### src/rtl/wdt_pkg.sv
package wdt_pkg;

  localparam int DATA_W  = 32;
  localparam int ADDR_W  = 3;
  localparam int SCALE_W = 4;

  localparam logic [DATA_W-1:0] UNLOCK_WORD = 32'h0051_F15E;
  localparam logic [DATA_W-1:0] FEED_WORD   = 32'h0D09_F00D;

  typedef enum logic [ADDR_W-1:0] {
    RA_CTRL   = 3'd0,
    RA_COUNT  = 3'd1,
    RA_SCALED = 3'd2,
    RA_FEED   = 3'd3,
    RA_KEY    = 3'd4,
    RA_CMP    = 3'd5,
    RA_PEND   = 3'd6
  } reg_addr_e;

  typedef struct packed {
    logic               run_awake;
    logic               run_always;
    logic               zero_cmp;
    logic               rst_en;
    logic [SCALE_W-1:0] shift;
  } ctrl_t;

  localparam int CTRL_W = $bits(ctrl_t);

endpackage

### src/rtl/wdt_rst_sync.sv
module wdt_rst_sync #(
  parameter int STAGES = 2
) (
  input  logic clk,
  input  logic rst_n,
  output logic rst_sync_n
);

  logic [STAGES-1:0] sync_q;

  always_ff @(posedge clk or negedge rst_n) begin
    if (!rst_n) begin
      sync_q <= '0;
    end else begin
      sync_q <= {sync_q[STAGES-2:0], 1'b1};
    end
  end

  assign rst_sync_n = sync_q[STAGES-1];

endmodule

### src/rtl/wdt_regbank.sv
module wdt_regbank
  import wdt_pkg::*;
#(
  parameter int CMP_W = 16
) (
  input  logic              clk,
  input  logic              rst_n,
  input  logic              reg_wr,
  input  logic [ADDR_W-1:0] reg_addr,
  input  logic [DATA_W-1:0] reg_wdata,
  output ctrl_t             ctrl_o,
  output logic [CMP_W-1:0]  cmp_o,
  output logic              unlocked_o,
  output logic              feed_o,
  output logic              cnt_wr_o,
  output logic              pend_clr_o
);

  ctrl_t             ctrl_q, ctrl_d;
  logic [CMP_W-1:0]  cmp_q, cmp_d;
  logic              unlk_q, unlk_d;
  logic              ctrl_en, cmp_en, unlk_en;
  logic              hit_ctrl, hit_cmp, hit_feed, hit_key;

  assign hit_ctrl = (reg_addr == RA_CTRL);
  assign hit_cmp  = (reg_addr == RA_CMP);
  assign hit_feed = (reg_addr == RA_FEED);
  assign hit_key  = (reg_addr == RA_KEY);

  // Next-state logic
  always_comb begin
    ctrl_d  = ctrl_t'(reg_wdata[CTRL_W-1:0]);
    cmp_d   = reg_wdata[CMP_W-1:0];
    unlk_d  = hit_key && (reg_wdata == UNLOCK_WORD);
    ctrl_en = reg_wr && unlk_q && hit_ctrl;
    cmp_en  = reg_wr && unlk_q && hit_cmp;
    unlk_en = reg_wr;
  end

  // Registers
  always_ff @(posedge clk or negedge rst_n) begin
    if (!rst_n) begin
      ctrl_q <= '0;
    end else if (ctrl_en) begin
      ctrl_q <= ctrl_d;
    end
  end

  always_ff @(posedge clk or negedge rst_n) begin
    if (!rst_n) begin
      cmp_q <= '1;
    end else if (cmp_en) begin
      cmp_q <= cmp_d;
    end
  end

  always_ff @(posedge clk or negedge rst_n) begin
    if (!rst_n) begin
      unlk_q <= 1'b0;
    end else if (unlk_en) begin
      unlk_q <= unlk_d;
    end
  end

  assign ctrl_o     = ctrl_q;
  assign cmp_o      = cmp_q;
  assign unlocked_o = unlk_q;
  assign feed_o     = reg_wr && unlk_q && hit_feed && (reg_wdata == FEED_WORD);
  assign cnt_wr_o   = reg_wr && (reg_addr == RA_COUNT);
  assign pend_clr_o = reg_wr && (reg_addr == RA_PEND) && !reg_wdata[0];

endmodule

### src/rtl/wdt_counter.sv
module wdt_counter #(
  parameter int CNT_W = 31
) (
  input  logic             clk,
  input  logic             rst_n,
  input  logic             wr_i,
  input  logic [CNT_W-1:0] wdata_i,
  input  logic             feed_i,
  input  logic             zero_i,
  input  logic             inc_i,
  output logic [CNT_W-1:0] cnt_o
);

  logic [CNT_W-1:0] cnt_q, cnt_d;
  logic             cnt_en;

  // Priority: bus write, feed, zero-on-compare, increment
  always_comb begin
    cnt_en = wr_i || feed_i || zero_i || inc_i;
    if (wr_i) begin
      cnt_d = wdata_i;
    end else if (feed_i || zero_i) begin
      cnt_d = '0;
    end else begin
      cnt_d = cnt_q + 1'b1;
    end
  end

  always_ff @(posedge clk or negedge rst_n) begin
    if (!rst_n) begin
      cnt_q <= '0;
    end else if (cnt_en) begin
      cnt_q <= cnt_d;
    end
  end

  assign cnt_o = cnt_q;

endmodule

### src/rtl/wdt_compare.sv
module wdt_compare #(
  parameter int CNT_W   = 31,
  parameter int CMP_W   = 16,
  parameter int SCALE_W = 4
) (
  input  logic               clk,
  input  logic               rst_n,
  input  logic [CNT_W-1:0]   cnt_i,
  input  logic [SCALE_W-1:0] shift_i,
  input  logic [CMP_W-1:0]   cmp_i,
  input  logic               rst_en_i,
  input  logic               pend_clr_i,
  output logic [CMP_W-1:0]   scaled_o,
  output logic               hit_o,
  output logic               pend_o,
  output logic               rst_req_o
);

  localparam int NSHIFT = 1 << SCALE_W;

  logic [CMP_W-1:0] win [NSHIFT];

  for (genvar s = 0; s < NSHIFT; s++) begin : g_win
    if (s + CMP_W <= CNT_W) begin : g_full
      assign win[s] = cnt_i[s +: CMP_W];
    end else begin : g_part
      assign win[s] = CMP_W'(cnt_i >> s);
    end
  end

  logic pend_q, pend_d;
  logic fire_q, fire_d;
  logic req_q, req_d;
  logic pend_en;

  always_comb begin
    scaled_o = win[shift_i];
    hit_o    = (scaled_o >= cmp_i);
    pend_en  = hit_o || pend_clr_i;
    pend_d   = hit_o;
    fire_d   = hit_o && rst_en_i;
    req_d    = fire_d && !fire_q;
  end

  always_ff @(posedge clk or negedge rst_n) begin
    if (!rst_n) begin
      pend_q <= 1'b0;
    end else if (pend_en) begin
      pend_q <= pend_d;
    end
  end

  always_ff @(posedge clk or negedge rst_n) begin
    if (!rst_n) begin
      fire_q <= 1'b0;
      req_q  <= 1'b0;
    end else begin
      fire_q <= fire_d;
      req_q  <= req_d;
    end
  end

  assign pend_o    = pend_q;
  assign rst_req_o = req_q;

endmodule

### src/rtl/wdt_keyed_top.sv
module wdt_keyed_top
  import wdt_pkg::*;
#(
  parameter int CNT_W = 31,
  parameter int CMP_W = 16
) (
  input  logic              clk,
  input  logic              rst_n,
  input  logic              tick_i,
  input  logic              asleep_i,
  input  logic              reg_wr,
  input  logic [ADDR_W-1:0] reg_addr,
  input  logic [DATA_W-1:0] reg_wdata,
  output logic [DATA_W-1:0] reg_rdata,
  output logic              rst_req_o,
  output logic              irq_o
);

  logic             rst_sync_n;
  ctrl_t            ctrl;
  logic [CMP_W-1:0] cmp;
  logic             unlocked;
  logic             feed, cnt_wr, pend_clr;
  logic [CNT_W-1:0] cnt;
  logic [CMP_W-1:0] scaled;
  logic             hit, pend, inc_en, zero_req;

  wdt_rst_sync #(.STAGES(2)) u_rst (
    .clk        (clk),
    .rst_n      (rst_n),
    .rst_sync_n (rst_sync_n)
  );

  wdt_regbank #(.CMP_W(CMP_W)) u_regs (
    .clk        (clk),
    .rst_n      (rst_sync_n),
    .reg_wr     (reg_wr),
    .reg_addr   (reg_addr),
    .reg_wdata  (reg_wdata),
    .ctrl_o     (ctrl),
    .cmp_o      (cmp),
    .unlocked_o (unlocked),
    .feed_o     (feed),
    .cnt_wr_o   (cnt_wr),
    .pend_clr_o (pend_clr)
  );

  assign inc_en   = tick_i && (ctrl.run_always || (ctrl.run_awake && !asleep_i));
  assign zero_req = ctrl.zero_cmp && hit;

  wdt_counter #(.CNT_W(CNT_W)) u_cnt (
    .clk     (clk),
    .rst_n   (rst_sync_n),
    .wr_i    (cnt_wr),
    .wdata_i (reg_wdata[CNT_W-1:0]),
    .feed_i  (feed),
    .zero_i  (zero_req),
    .inc_i   (inc_en),
    .cnt_o   (cnt)
  );

  wdt_compare #(.CNT_W(CNT_W), .CMP_W(CMP_W), .SCALE_W(SCALE_W)) u_cmp (
    .clk        (clk),
    .rst_n      (rst_sync_n),
    .cnt_i      (cnt),
    .shift_i    (ctrl.shift),
    .cmp_i      (cmp),
    .rst_en_i   (ctrl.rst_en),
    .pend_clr_i (pend_clr),
    .scaled_o   (scaled),
    .hit_o      (hit),
    .pend_o     (pend),
    .rst_req_o  (rst_req_o)
  );

  assign irq_o = pend;

  always_comb begin
    case (reg_addr)
      RA_CTRL:   reg_rdata = DATA_W'(ctrl);
      RA_COUNT:  reg_rdata = DATA_W'(cnt);
      RA_SCALED: reg_rdata = DATA_W'(scaled);
      RA_CMP:    reg_rdata = DATA_W'(cmp);
      RA_PEND:   reg_rdata = DATA_W'(pend);
      default:   reg_rdata = '0;
    endcase
  end

endmodule

### config.mk
export PLATFORM = sky130hd
export DESIGN_NAME = wdt_keyed_top
export DESIGN_NICKNAME = d
export VERILOG_FILES = /design/src/rtl/wdt_pkg.sv /design/src/rtl/wdt_rst_sync.sv /design/src/rtl/wdt_regbank.sv /design/src/rtl/wdt_counter.sv /design/src/rtl/wdt_compare.sv /design/src/rtl/wdt_keyed_top.sv
export SDC_FILE = /design/constraint.sdc
export NUM_CORES = 1
export LEC_CHECK = 0
export ABC_AREA = 1
export CORE_UTILIZATION = 46
export DETAILED_ROUTE_END_ITERATION = 16
export PLACE_DENSITY = 0.68
export SYNTH_ARGS = -nofsm -noshare
export SYNTH_HDL_FRONTEND = slang
export SYNTH_SLANG_ARGS = --single-unit
export TNS_END_PERCENT = 30
### constraint.sdc
create_clock -name clk -period 2.9 [get_ports clk]
set_input_delay 0.29 -clock clk [delete_from_list [all_inputs] [get_ports clk]]
set_output_delay 0.29 -clock clk [all_outputs]
set_load 0.005 [all_outputs]
==> flow_metrics.tcl <==
set metrics [dict create \
    status "finished, violations left" \
    violations "negative setup slack" \
    route.met3.wl_mm 1.910 \
    start_util 0.4757 \
    nFillCells 1224 \
    yosys.area_share.simple 0.4414 \
    clock_skew_ps 11.96 \
    fp-row-count 41 \
    drc 0 \
    overflow 0 \
    dr.pass1.iters 5 \
    portBuffers 72 \
    final_area_sq_mm 0.008571 \
    grt.total_usage 0.3657 \
    ant_nets 0 \
    vias 7514 \
    hold_class "input port to asynchronous set/reset pin" \
    numCtsBuffers 9 \
    synth_edf_count 0 \
    via_per_inst 5.582 \
    synth_cell_type_count 44 \
    slew_headroom 0.5525 \
    worst_setup_path_start_kind "flop" \
    fmax_mhz 327.1 \
    power_leakage_uw 0.004209 \
    antenna_found_initial 0 \
    dp.final_hpwl_mm 18.15 \
    met2_length_mm 11.08 \
    place.gp.congestion 0.9995 \
    synth_fa_ha_area_frac 0.04342 \
    root_buffer "clkbuf_16" \
    die_area_sq_mm 0.01362 \
    synth_nets 1085 \
    setup_tns_ps -2618 \
    cts.sinks 61 \
    core_sq_mm 0.01272 \
    finalPower_uw 3593 \
    drt_wl_total_mm 24.14 \
    diodes 0 \
    fin_ws_ps -156.7 \
    met1_length_mm 10.23 \
    vdd_drop_max_mv 0.3256 \
    synth_top_family_by_area "simple AND/OR/NAND/NOR gates" \
    place_ws_ps -218.2 \
    dpl_cell_area_sq_mm 0.007574 \
    htree_levels 3 \
    drt_iter0_drc 765 \
    crit_arrival_ps 3290 \
    async_reset_ff_frac 1.000 \
    maxUsedRoutingLayer "met4" \
    final_nets 1230 \
    rsz0062_at_grt "true" \
    grt_pass1_vias 6841 \
    finalCriticalPeriod_ps 3057 \
    synth_seq_cells 61 \
    synth_area_per_cell_sq_um 5.910 \
    worst_pin_slew_ps 665.2 \
    synth_mux_area_frac 0.004962 \
    min_period_over_period 1.054 \
    worst-path-max-fanout 8 \
    syn_inst 1024 \
    criticalPathCategory "flop to flop" \
    ys.flop_type "dfrtp_1" \
    cts_tree "done" \
    area_growth_syn_to_layout_pct 41.62 \
    power_density_mw_per_mm2 419.2 \
    die_y_um 116.7 \
    cts_hold_buf 0 \
    drv_slew 0 \
    cp.required_ps 3140 \
    grt_max_degree 36 \
    insertion_delay_ps 350 \
    pin_count 74 \
    ys_warn_count 0 \
    syn_area_sq_mm 0.006052 \
    setup_violations 31 \
    ys_seq_area_frac 0.2555 \
    worst_setup_path_end_kind "flop" \
    layout-drive-gt1-share 0.2249 \
    clk_pin_slew_ps 60 \
    die_x_um 116.7 \
    synth_xor_area_frac 0.01158 \
    clockBufferDepth 2 \
    r2r_slack_ps -160 \
    avgRoutedWirePerCell_um 17.93 \
    synth_compound_area_frac 0.1282 \
    cap_violations 0 \
    grt_pass1_wl_mm 36.91 \
    hold_violations 0 \
]
per-layer routing:
layer | global-route usage | up-vias
li1 | - | 3603
met1 | 0.4862 | 3515
met2 | 0.5842 | 329
met3 | 0.06746 | 67
met4 | 0.1494 | 0
met5 | 0 | -
flip-flops by register name, summed over array words and instances, names as in the netlist:
signal / cells
u_cmp.fire_q: 1
u_cmp.pend_o: 1
u_cmp.rst_req_o: 1
u_cnt.cnt_o: 31
u_regs.cmp_o: 16
u_regs.ctrl_o: 8
u_regs.unlocked_o: 1
u_rst.sync_q: 2
through the flow:
stage                       util  cells  hold WS, ps
after CTS                 0.6499   1342        104.9
after global routing      0.6737   1346        114.6
after detailed placement  0.5953   1319        146.1
final                     0.6737   1346        100.5
after floorplan                -   1024       -5.591
after global placement    0.5953   1319        141.2
cells by family (layout without fill, tap and decap cells):
family,Yosys count,in the layout
AOI/OAI and AO/OA,141,141
xor gates and xnor gates,8,8
adders and majority gates,21,21
buffers and inverters,169,319
DFF,61,61
muxes,3,3
other,2,2
and+or+nand+nor,619,619
timing repair:
item,in CTS,in global routing
buffers inserted,4,4
cloned,5,0
setup endpoints to repair,37,49
pin swaps,16,30
gates resized for setup,80,79
hold endpoints to repair,0,0
final timing paths:
path | startpoint | to | cells after the start
setup / recovery | u_regs.ctrl_o[0]$_DFFE_PN0P_ | u_cnt.cnt_o[17]$_DFFE_PN0P_ | 21
hold / removal | rst_n | u_rst.sync_q[0]$_DFF_PN0_ | 1
setup reg to reg | u_regs.ctrl_o[0]$_DFFE_PN0P_ | u_cnt.cnt_o[17]$_DFFE_PN0P_ | 21
hold reg to reg | u_rst.sync_q[1]$_DFF_PN0_ | u_cnt.cnt_o[16]$_DFFE_PN0P_ | 0
max in group asynchronous | u_rst.sync_q[1]$_DFF_PN0_ | u_regs.cmp_o[0]$_DFFE_PN1P_ | 1
min in group clk | u_rst.sync_q[0]$_DFF_PN0_ | u_rst.sync_q[1]$_DFF_PN0_ | 0
cells in the final DEF, fill, tap and decap left out, types with 12 or more instances in the layout:
cell type	instances
a21oi_1	32
clkdlybuf4s50_1	62
o21ai_1	16
o21ai_0	32
nand2_1	325
nand4_1	20
nand3_2	12
nor3_1	18
dfrtp_1	43
buf_4	94
inv_1	109
o21ai_2	12
nand2_2	36
nand3_1	99
o22ai_1	16
nor2_1	68
ha_1	15
dfstp_2	16
synthesized netlist by cell type (2+ instances only):
cell / count / share of area
a21oi_1: 39 / 0.032
a31oi_1: 6 / 0.0062
and2_1: 15 / 0.016
buf_1: 3 / 0.0019
buf_2: 22 / 0.018
buf_4: 4 / 0.0050
clkbuf_1: 19 / 0.012
clkinv_1: 3 / 0.0019
conb_1: 2 / 0.0012
dfrtp_1: 45 / 0.19
dfstp_2: 16 / 0.069
ha_1: 21 / 0.043
inv_1: 109 / 0.068
inv_2: 6 / 0.0037
mux2i_1: 3 / 0.0050
nand2_1: 364 / 0.23
nand3_1: 110 / 0.091
nand4_1: 20 / 0.021
nor2_1: 71 / 0.044
nor2_2: 7 / 0.0072
nor2_4: 3 / 0.0056
nor3_1: 19 / 0.016
nor4_1: 2 / 0.0021
o211ai_1: 10 / 0.012
o21a_1: 3 / 0.0037
o21ai_0: 55 / 0.045
o21ai_1: 9 / 0.0074
o22ai_1: 16 / 0.017
xor2_1: 7 / 0.010
worst max-delay path, cell delays in order (launching register included):
cell	delay, ps
dfrtp_2	490
buf_12	180
nand2_1	100
o21ai_4	80
nand2_1	70
o21ai_1	100
buf_4	150
nand2_1	50
nand3_1	90
and2_1	200
ha_1	290
a21oi_1	150
o21a_1	140
nand2_2	70
nand2_2	80
nand2_4	60
nand2_4	100
nand3_4	110
buf_12	170
buf_8	140
nand2_2	60
nand2_2	50
final cells by class:
class | count | area [sq um] | area share
clock buffers | 12 | 256.5 | 0.02993
flip-flops and latches | 61 | 1549 | 0.1807
inverters | 119 | 464.2 | 0.05416
multi-input cells | 794 | 4254 | 0.4964
clock inverters | 4 | 47.55 | 0.005547
well taps | 172 | 215.2 | 0.02511
repair buffers | 184 | 1784 | 0.2082
where the power goes:
part	switching [uW]	leakage, uW	internal (uW)
Clock	417	0.000149	709
Combinational	791	0.00332	616
Sequential	122	0.000743	939
Note: power is estimated with default switching activity, not from simulation.
